==> config.mk <==
export PLATFORM = sky130hd
export DESIGN_NAME = bus_switch_watch
export DESIGN_NICKNAME = d
export VERILOG_FILES = /design/src/rtl/bsw_pkg.sv /design/src/rtl/bsw_sync.sv /design/src/rtl/bsw_cond_detect.sv /design/src/rtl/bsw_busy_track.sv /design/src/rtl/bsw_flag_ctl.sv /design/src/rtl/bus_switch_watch.sv
export SDC_FILE = /design/constraint.sdc
export NUM_CORES = 1
export LEC_CHECK = 0
export ABC_AREA = 1
export BUFFER_PORTS_ARGS = -buffer_cell sky130_fd_sc_hd__buf_2
export CAP_MARGIN = 20
export CORE_AREA = 2 2 39 41
export DETAILED_ROUTE_END_ITERATION = 10
export DIE_AREA = 0 0 41 43
export GPL_TIMING_DRIVEN = 0
export SLEW_MARGIN = 40
export SYNTH_ARGS = -nofsm -noshare
export SYNTH_HDL_FRONTEND = slang
export SYNTH_SLANG_ARGS = --single-unit
==> constraint.sdc <==
create_clock -name clk -period 0.8 [get_ports clk]
set_input_delay 0.12 -clock clk [delete_from_list [all_inputs] [get_ports clk]]
set_output_delay 0.12 -clock clk [all_outputs]
set_load 0.01 [all_outputs]
==> src/rtl/bsw_pkg.sv <==
package bsw_pkg;

   typedef enum logic {
      LINE_IDLE = 1'b0,
      LINE_BUSY = 1'b1
   } line_state_e;

   typedef struct packed {
      logic start;
      logic stop;
   } cond_t;

endpackage

==> src/rtl/bsw_sync.sv <==
module bsw_sync #(
   parameter int   STAGES  = 2,
   parameter logic RST_VAL = 1'b1
) (
   input  logic clk,
   input  logic rst_n,
   input  logic d,
   output logic q
);
   localparam int TOP = STAGES - 1;

   if (STAGES < 2) begin : g_stage_chk
      $error("bsw_sync: STAGES must be at least 2");
   end

   logic [STAGES-1:0] chain;

   for (genvar i = 0; i < STAGES; i++) begin : g_stage
      always_ff @(posedge clk or negedge rst_n) begin
         if (!rst_n)
            chain[i] <= RST_VAL;
         else if (i == 0)
            chain[i] <= d;
         else
            chain[i] <= chain[(i == 0) ? 0 : i-1];
      end
   end

   assign q = chain[TOP];

endmodule

==> src/rtl/bsw_cond_detect.sv <==
module bsw_cond_detect
   import bsw_pkg::*;
#(
   parameter bit STRICT_SCL = 1'b1
) (
   input  logic  clk,
   input  logic  rst_n,
   input  logic  scl_s,
   input  logic  sda_s,
   output cond_t cond
);
   logic scl_q, sda_q, scl_ok;

   always_ff @(posedge clk or negedge rst_n) begin
      if (!rst_n) begin
         scl_q <= 1'b1;
         sda_q <= 1'b1;
      end else begin
         scl_q <= scl_s;
         sda_q <= sda_s;
      end
   end

   if (STRICT_SCL) begin : g_strict
      assign scl_ok = scl_s & scl_q;
   end else begin : g_loose
      assign scl_ok = scl_s;
   end

   assign cond.start = scl_ok &  sda_q & ~sda_s;
   assign cond.stop  = scl_ok & ~sda_q &  sda_s;


   start_single_chk: assert property (@(posedge clk) disable iff (!rst_n)
      cond.start |=> !cond.start);


   stop_single_chk: assert property (@(posedge clk) disable iff (!rst_n)
      cond.stop |=> !cond.stop);

endmodule

==> src/rtl/bsw_busy_track.sv <==
module bsw_busy_track
   import bsw_pkg::*;
(
   input  logic        clk,
   input  logic        rst_n,
   input  cond_t       cond,
   output line_state_e state
);
   line_state_e state_nx;

   always_comb begin
      state_nx = state;
      unique case (state)
         LINE_IDLE: if (cond.start) state_nx = LINE_BUSY;
         LINE_BUSY: if (cond.stop)  state_nx = LINE_IDLE;
         default:   state_nx = LINE_IDLE;
      endcase
   end

   always_ff @(posedge clk or negedge rst_n) begin
      if (!rst_n)
         state <= LINE_IDLE;
      else
         state <= state_nx;
   end

endmodule

==> src/rtl/bsw_flag_ctl.sv <==
module bsw_flag_ctl (
   input  logic clk,
   input  logic rst_n,
   input  logic switch_stb,
   input  logic busy,
   input  logic recov_on,
   input  logic mask,
   input  logic clear,
   output logic flag
);
   logic arm;

   assign arm = switch_stb & busy & ~recov_on & ~mask;

   always_ff @(posedge clk or negedge rst_n) begin
      if (!rst_n)
         flag <= 1'b0;
      else if (arm)
         flag <= 1'b1;
      else if (clear)
         flag <= 1'b0;
   end


   flag_hold_chk: assert property (@(posedge clk) disable iff (!rst_n)
      flag && !clear |=> flag);


   flag_clear_chk: assert property (@(posedge clk) disable iff (!rst_n)
      clear && !switch_stb |=> !flag);


   idle_switch_chk: assert property (@(posedge clk) disable iff (!rst_n)
      !flag && !busy |=> !flag);


   recov_block_chk: assert property (@(posedge clk) disable iff (!rst_n)
      !flag && recov_on |=> !flag);


   mask_block_chk: assert property (@(posedge clk) disable iff (!rst_n)
      !flag && mask |=> !flag);


   set_wins_chk: assert property (@(posedge clk) disable iff (!rst_n)
      switch_stb && busy && !recov_on && !mask |=> flag);

endmodule

==> src/rtl/bus_switch_watch.sv <==
module bus_switch_watch
   import bsw_pkg::*;
#(
   parameter int SYNC_STAGES    = 2,
   parameter bit STRICT_SCL     = 1'b1,
   parameter bit IRQ_ACTIVE_LOW = 1'b0
) (
   input  logic clk,
   input  logic rst_n,
   input  logic ds_scl,
   input  logic ds_sda,
   input  logic chan_switch,
   input  logic int_recov_on,
   input  logic irq_mask,
   input  logic irq_clear,
   output logic bus_busy,
   output logic recov_irq
);
   if (SYNC_STAGES < 2 || SYNC_STAGES > 8) begin : g_param_chk
      $error("bus_switch_watch: SYNC_STAGES must lie in 2..8");
   end

   logic        scl_s, sda_s, flag;
   cond_t       cond;
   line_state_e state;

   bsw_sync #(.STAGES(SYNC_STAGES), .RST_VAL(1'b1)) u_sync_scl (
      .clk(clk), .rst_n(rst_n), .d(ds_scl), .q(scl_s));

   bsw_sync #(.STAGES(SYNC_STAGES), .RST_VAL(1'b1)) u_sync_sda (
      .clk(clk), .rst_n(rst_n), .d(ds_sda), .q(sda_s));

   bsw_cond_detect #(.STRICT_SCL(STRICT_SCL)) u_detect (
      .clk(clk), .rst_n(rst_n), .scl_s(scl_s), .sda_s(sda_s), .cond(cond));

   bsw_busy_track u_track (
      .clk(clk), .rst_n(rst_n), .cond(cond), .state(state));

   assign bus_busy = (state == LINE_BUSY);

   bsw_flag_ctl u_flag (
      .clk(clk), .rst_n(rst_n), .switch_stb(chan_switch), .busy(bus_busy),
      .recov_on(int_recov_on), .mask(irq_mask), .clear(irq_clear),
      .flag(flag));

   if (IRQ_ACTIVE_LOW) begin : g_irq_low
      assign recov_irq = ~flag;
   end else begin : g_irq_high
      assign recov_irq = flag;
   end


   busy_on_start_chk: assert property (@(posedge clk) disable iff (!rst_n)
      cond.start |=> bus_busy);


   idle_on_stop_chk: assert property (@(posedge clk) disable iff (!rst_n)
      cond.stop |=> !bus_busy);


   busy_steady_chk: assert property (@(posedge clk) disable iff (!rst_n)
      !cond.start && !cond.stop |=> $stable(bus_busy));


   irq_cause_chk: assert property (@(posedge clk) disable iff (!rst_n)
      $rose(flag) |-> $past(chan_switch) && $past(bus_busy));

endmodule

==> flow_metrics.tcl <==
set metrics [dict create \
    cts_root_buffer "clkbuf_4" \
    synthesis.nets 30 \
    leakagePower_nw 0.1996 \
    ctsResizeCount 0 \
    row_count 14 \
    num_io_pins 10 \
    holdCritPathClass "input port to flip-flop" \
    cp.required_ns 0.68 \
    final_cell_area_um2 394.1 \
    hold_viol_final 0 \
    hold_path_end "u_flag.flag" \
    r2r-end "u_track.state" \
    fill_cells 143 \
    cts_max_level 1 \
    ant_nets 0 \
    netlist_area_um2 265.3 \
    syn_inst 22 \
    cp-start-kind "flip-flop" \
    avgSynthCellArea_um2 12.06 \
    antenna_found_initial 0 \
    drive_gt1_share_pct 51.28 \
    cp_top_family "flip-flops" \
    firstDrtPassIters 2 \
    numPortBuffers 9 \
    drv_slew 0 \
    nets 48 \
    cts.clk_slew.worst_paths_ns 0.06 \
    grt.overflow.total 0 \
    clk_path_buf_depth 2 \
    period_share_pct 110.6 \
    p_per_area_nw_per_um2 2269 \
    r2r_setup_slack_ns -0.03 \
    diodes 0 \
    syn2layout_area_growth_pct 48.59 \
    fp.dieW_um 41 \
    vias 199 \
    p_sw_mw 0.2013 \
    critPathBufInv 1 \
    cts-buffers-inserted 3 \
    power_mw 0.8942 \
    die_height_um 43 \
    p_sw_share_pct 22.51 \
    r2r_start "u_sync_scl.q" \
    grt_pass1_wl_um 696 \
    path_cells "buf_2" \
    violations "negative setup slack" \
    wirelength_um 440 \
    seqCellArea_um2 207.7 \
    cp_slowest_stage_delay_ns 0.37 \
    comb_power_share_pct 11.8 \
    pwr-share-clk_pct 36.8 \
    outcome "complete, but fails checks" \
    core_area_um2 1384 \
    die_area_um2 1763 \
    grt_use_total_pct 6.707 \
    worstSetupPathType "flip-flop to primary output" \
    drtIter0Drc 3 \
    cts_tree "yes" \
    relSlewSlack_pct 88.55 \
    crit_path_top_delay_cell "dfrtp_1" \
    critPathMaxFanout 2 \
    cts.sinks 8 \
    multi_input_area_um2 46.29 \
    synth.distinct_cells 7 \
    dpl_cell_area_um2 330.3 \
    ys_ff_latch 8 \
    p_seq_share_pct 51.4 \
    p_int_mw 0.6930 \
    initial_core_util_pct 19.17 \
    clk-insertion-delay-late_ns 0.26 \
    setup.worst_path.end_class "primary output" \
    wl_per_cell_um 8.000 \
    setup_violations 3 \
    via_per_inst 3.618 \
    tns_ns -0.1960 \
    tightest_slew_ns 0.1718 \
    hp-start "irq_clear" \
    ys_seq_area_share_pct 78.30 \
    grt_pass1_vias 201 \
    layout_min_cycle_time_ns 0.8845 \
    fin_worst_skew_ns 0.01278 \
    rr_worst_depth 4 \
    maxCapViolCount 0 \
    setup_ws_ns -0.08450 \
    peakVddDrop_v 0.001016 \
    critical_path_arrival_ns 0.76 \
    synth_warnings 0 \
    holdPathStages 4 \
    routabilityCongestion 0.5897 \
    post-route-drc-count 0 \
    grt_max_degree 9 \
    max_freq_mhz 1131 \
    rsz0062_at_grt "true" \
]
==> worst max-delay path by stage <==
stage                              from             to  cells past startpoint  slack (ns)
after global placement     u_sync_scl.q  u_track.state                      4      -0.006
after floorplan            u_sync_scl.q  u_track.state                      3       0.009
after detailed placement   u_sync_scl.q  u_track.state                      4       -0.02
after CTS                   u_flag.flag      recov_irq                      1       -0.10
after global routing      u_track.state       bus_busy                      1       -0.13
final                     u_track.state       bus_busy                      1       -0.08
==> flip-flops by register name, summed over array words and instances (netlist names) <==
signal,count
u_sync_scl.chain,1
u_flag.flag,1
u_sync_sda.q,1
u_detect.scl_q,1
u_sync_scl.q,1
u_sync_sda.chain,1
u_track.state,1
u_detect.sda_q,1
==> metrics by stage <==
step | hold slack, ns | cells | worst slack [ns] | utilization, %
final | 0.09534 | 55 | -0.08450 | 28.48
after global routing | 0.1024 | 55 | -0.1254 | 28.48
after CTS | 0.08485 | 55 | -0.1029 | 28.48
after detailed placement | -0.03400 | 47 | -0.02012 | 23.87
after global placement | -0.03508 | 47 | -0.006464 | 23.87
after floorplan | -0.1756 | 22 | 0.008539 | -
==> kinds of logic after synthesis <==
logic type / Yosys count / synth area share [%]
and+or+nand+nor: 11 / 17.45
DFF: 8 / 78.30
buffers and inverters: 3 / 4.245
==> Yosys cell counts <==
| library cell | number | area share, % |
|---|---|---|
| nand2_1 | 7 | 9.9 |
| dfstp_2 | 6 | 59 |
| inv_1 | 3 | 4.2 |
| dfrtp_1 | 2 | 19 |
| nand3_1 | 2 | 3.8 |
| nor2_1 | 1 | 1.4 |
| nor2_2 | 1 | 2.4 |
==> cell usage in the layout, fill, tap and decap left out, drive strengths merged <==
cell type and n:
buf 10, nand2 7, dfstp 6, clkbuf 4, inv 3, dlygate4sd3 3, nand3 2, dfrtp 2
nor2 2
==> power groups by stage <==
| stage | registers [mW] | logic [mW] | clock network (mW) |
|---|---|---|---|
| floorplan | 0.476 | 0.0244 | 0 |
| global placement | 0.471 | 0.0710 | 0 |
| detailed placement | 0.473 | 0.0723 | 0 |
| CTS | 0.460 | 0.108 | 0.352 |
| global route | 0.462 | 0.121 | 0.371 |
| finish | 0.460 | 0.105 | 0.329 |
==> final cells by class <==
type	count	area share [%]
inverters	3	2.857
multi-input cells	11	11.75
clock buffers	4	6.667
well taps	16	5.079
flip-flops and latches	8	52.70
repair buffers	13	20.95
==> repair_timing <==
item,in CTS,in global routing
buffers inserted,1,0
gates cloned,0,0
setup endpoints to repair,3,3
endpoints found under the hold margin,10,0
hold buffers,3,0
==> metal layers <==
layer	routed length [um]	track usage, %	vias to the layer above
li1	-	-	100
met1	177	4.682	92
met2	229	10.63	7
met3	33	4.712	0
met4	0	6.000	0
met5	0	0	-
Note: power is estimated with default switching activity, not from simulation.
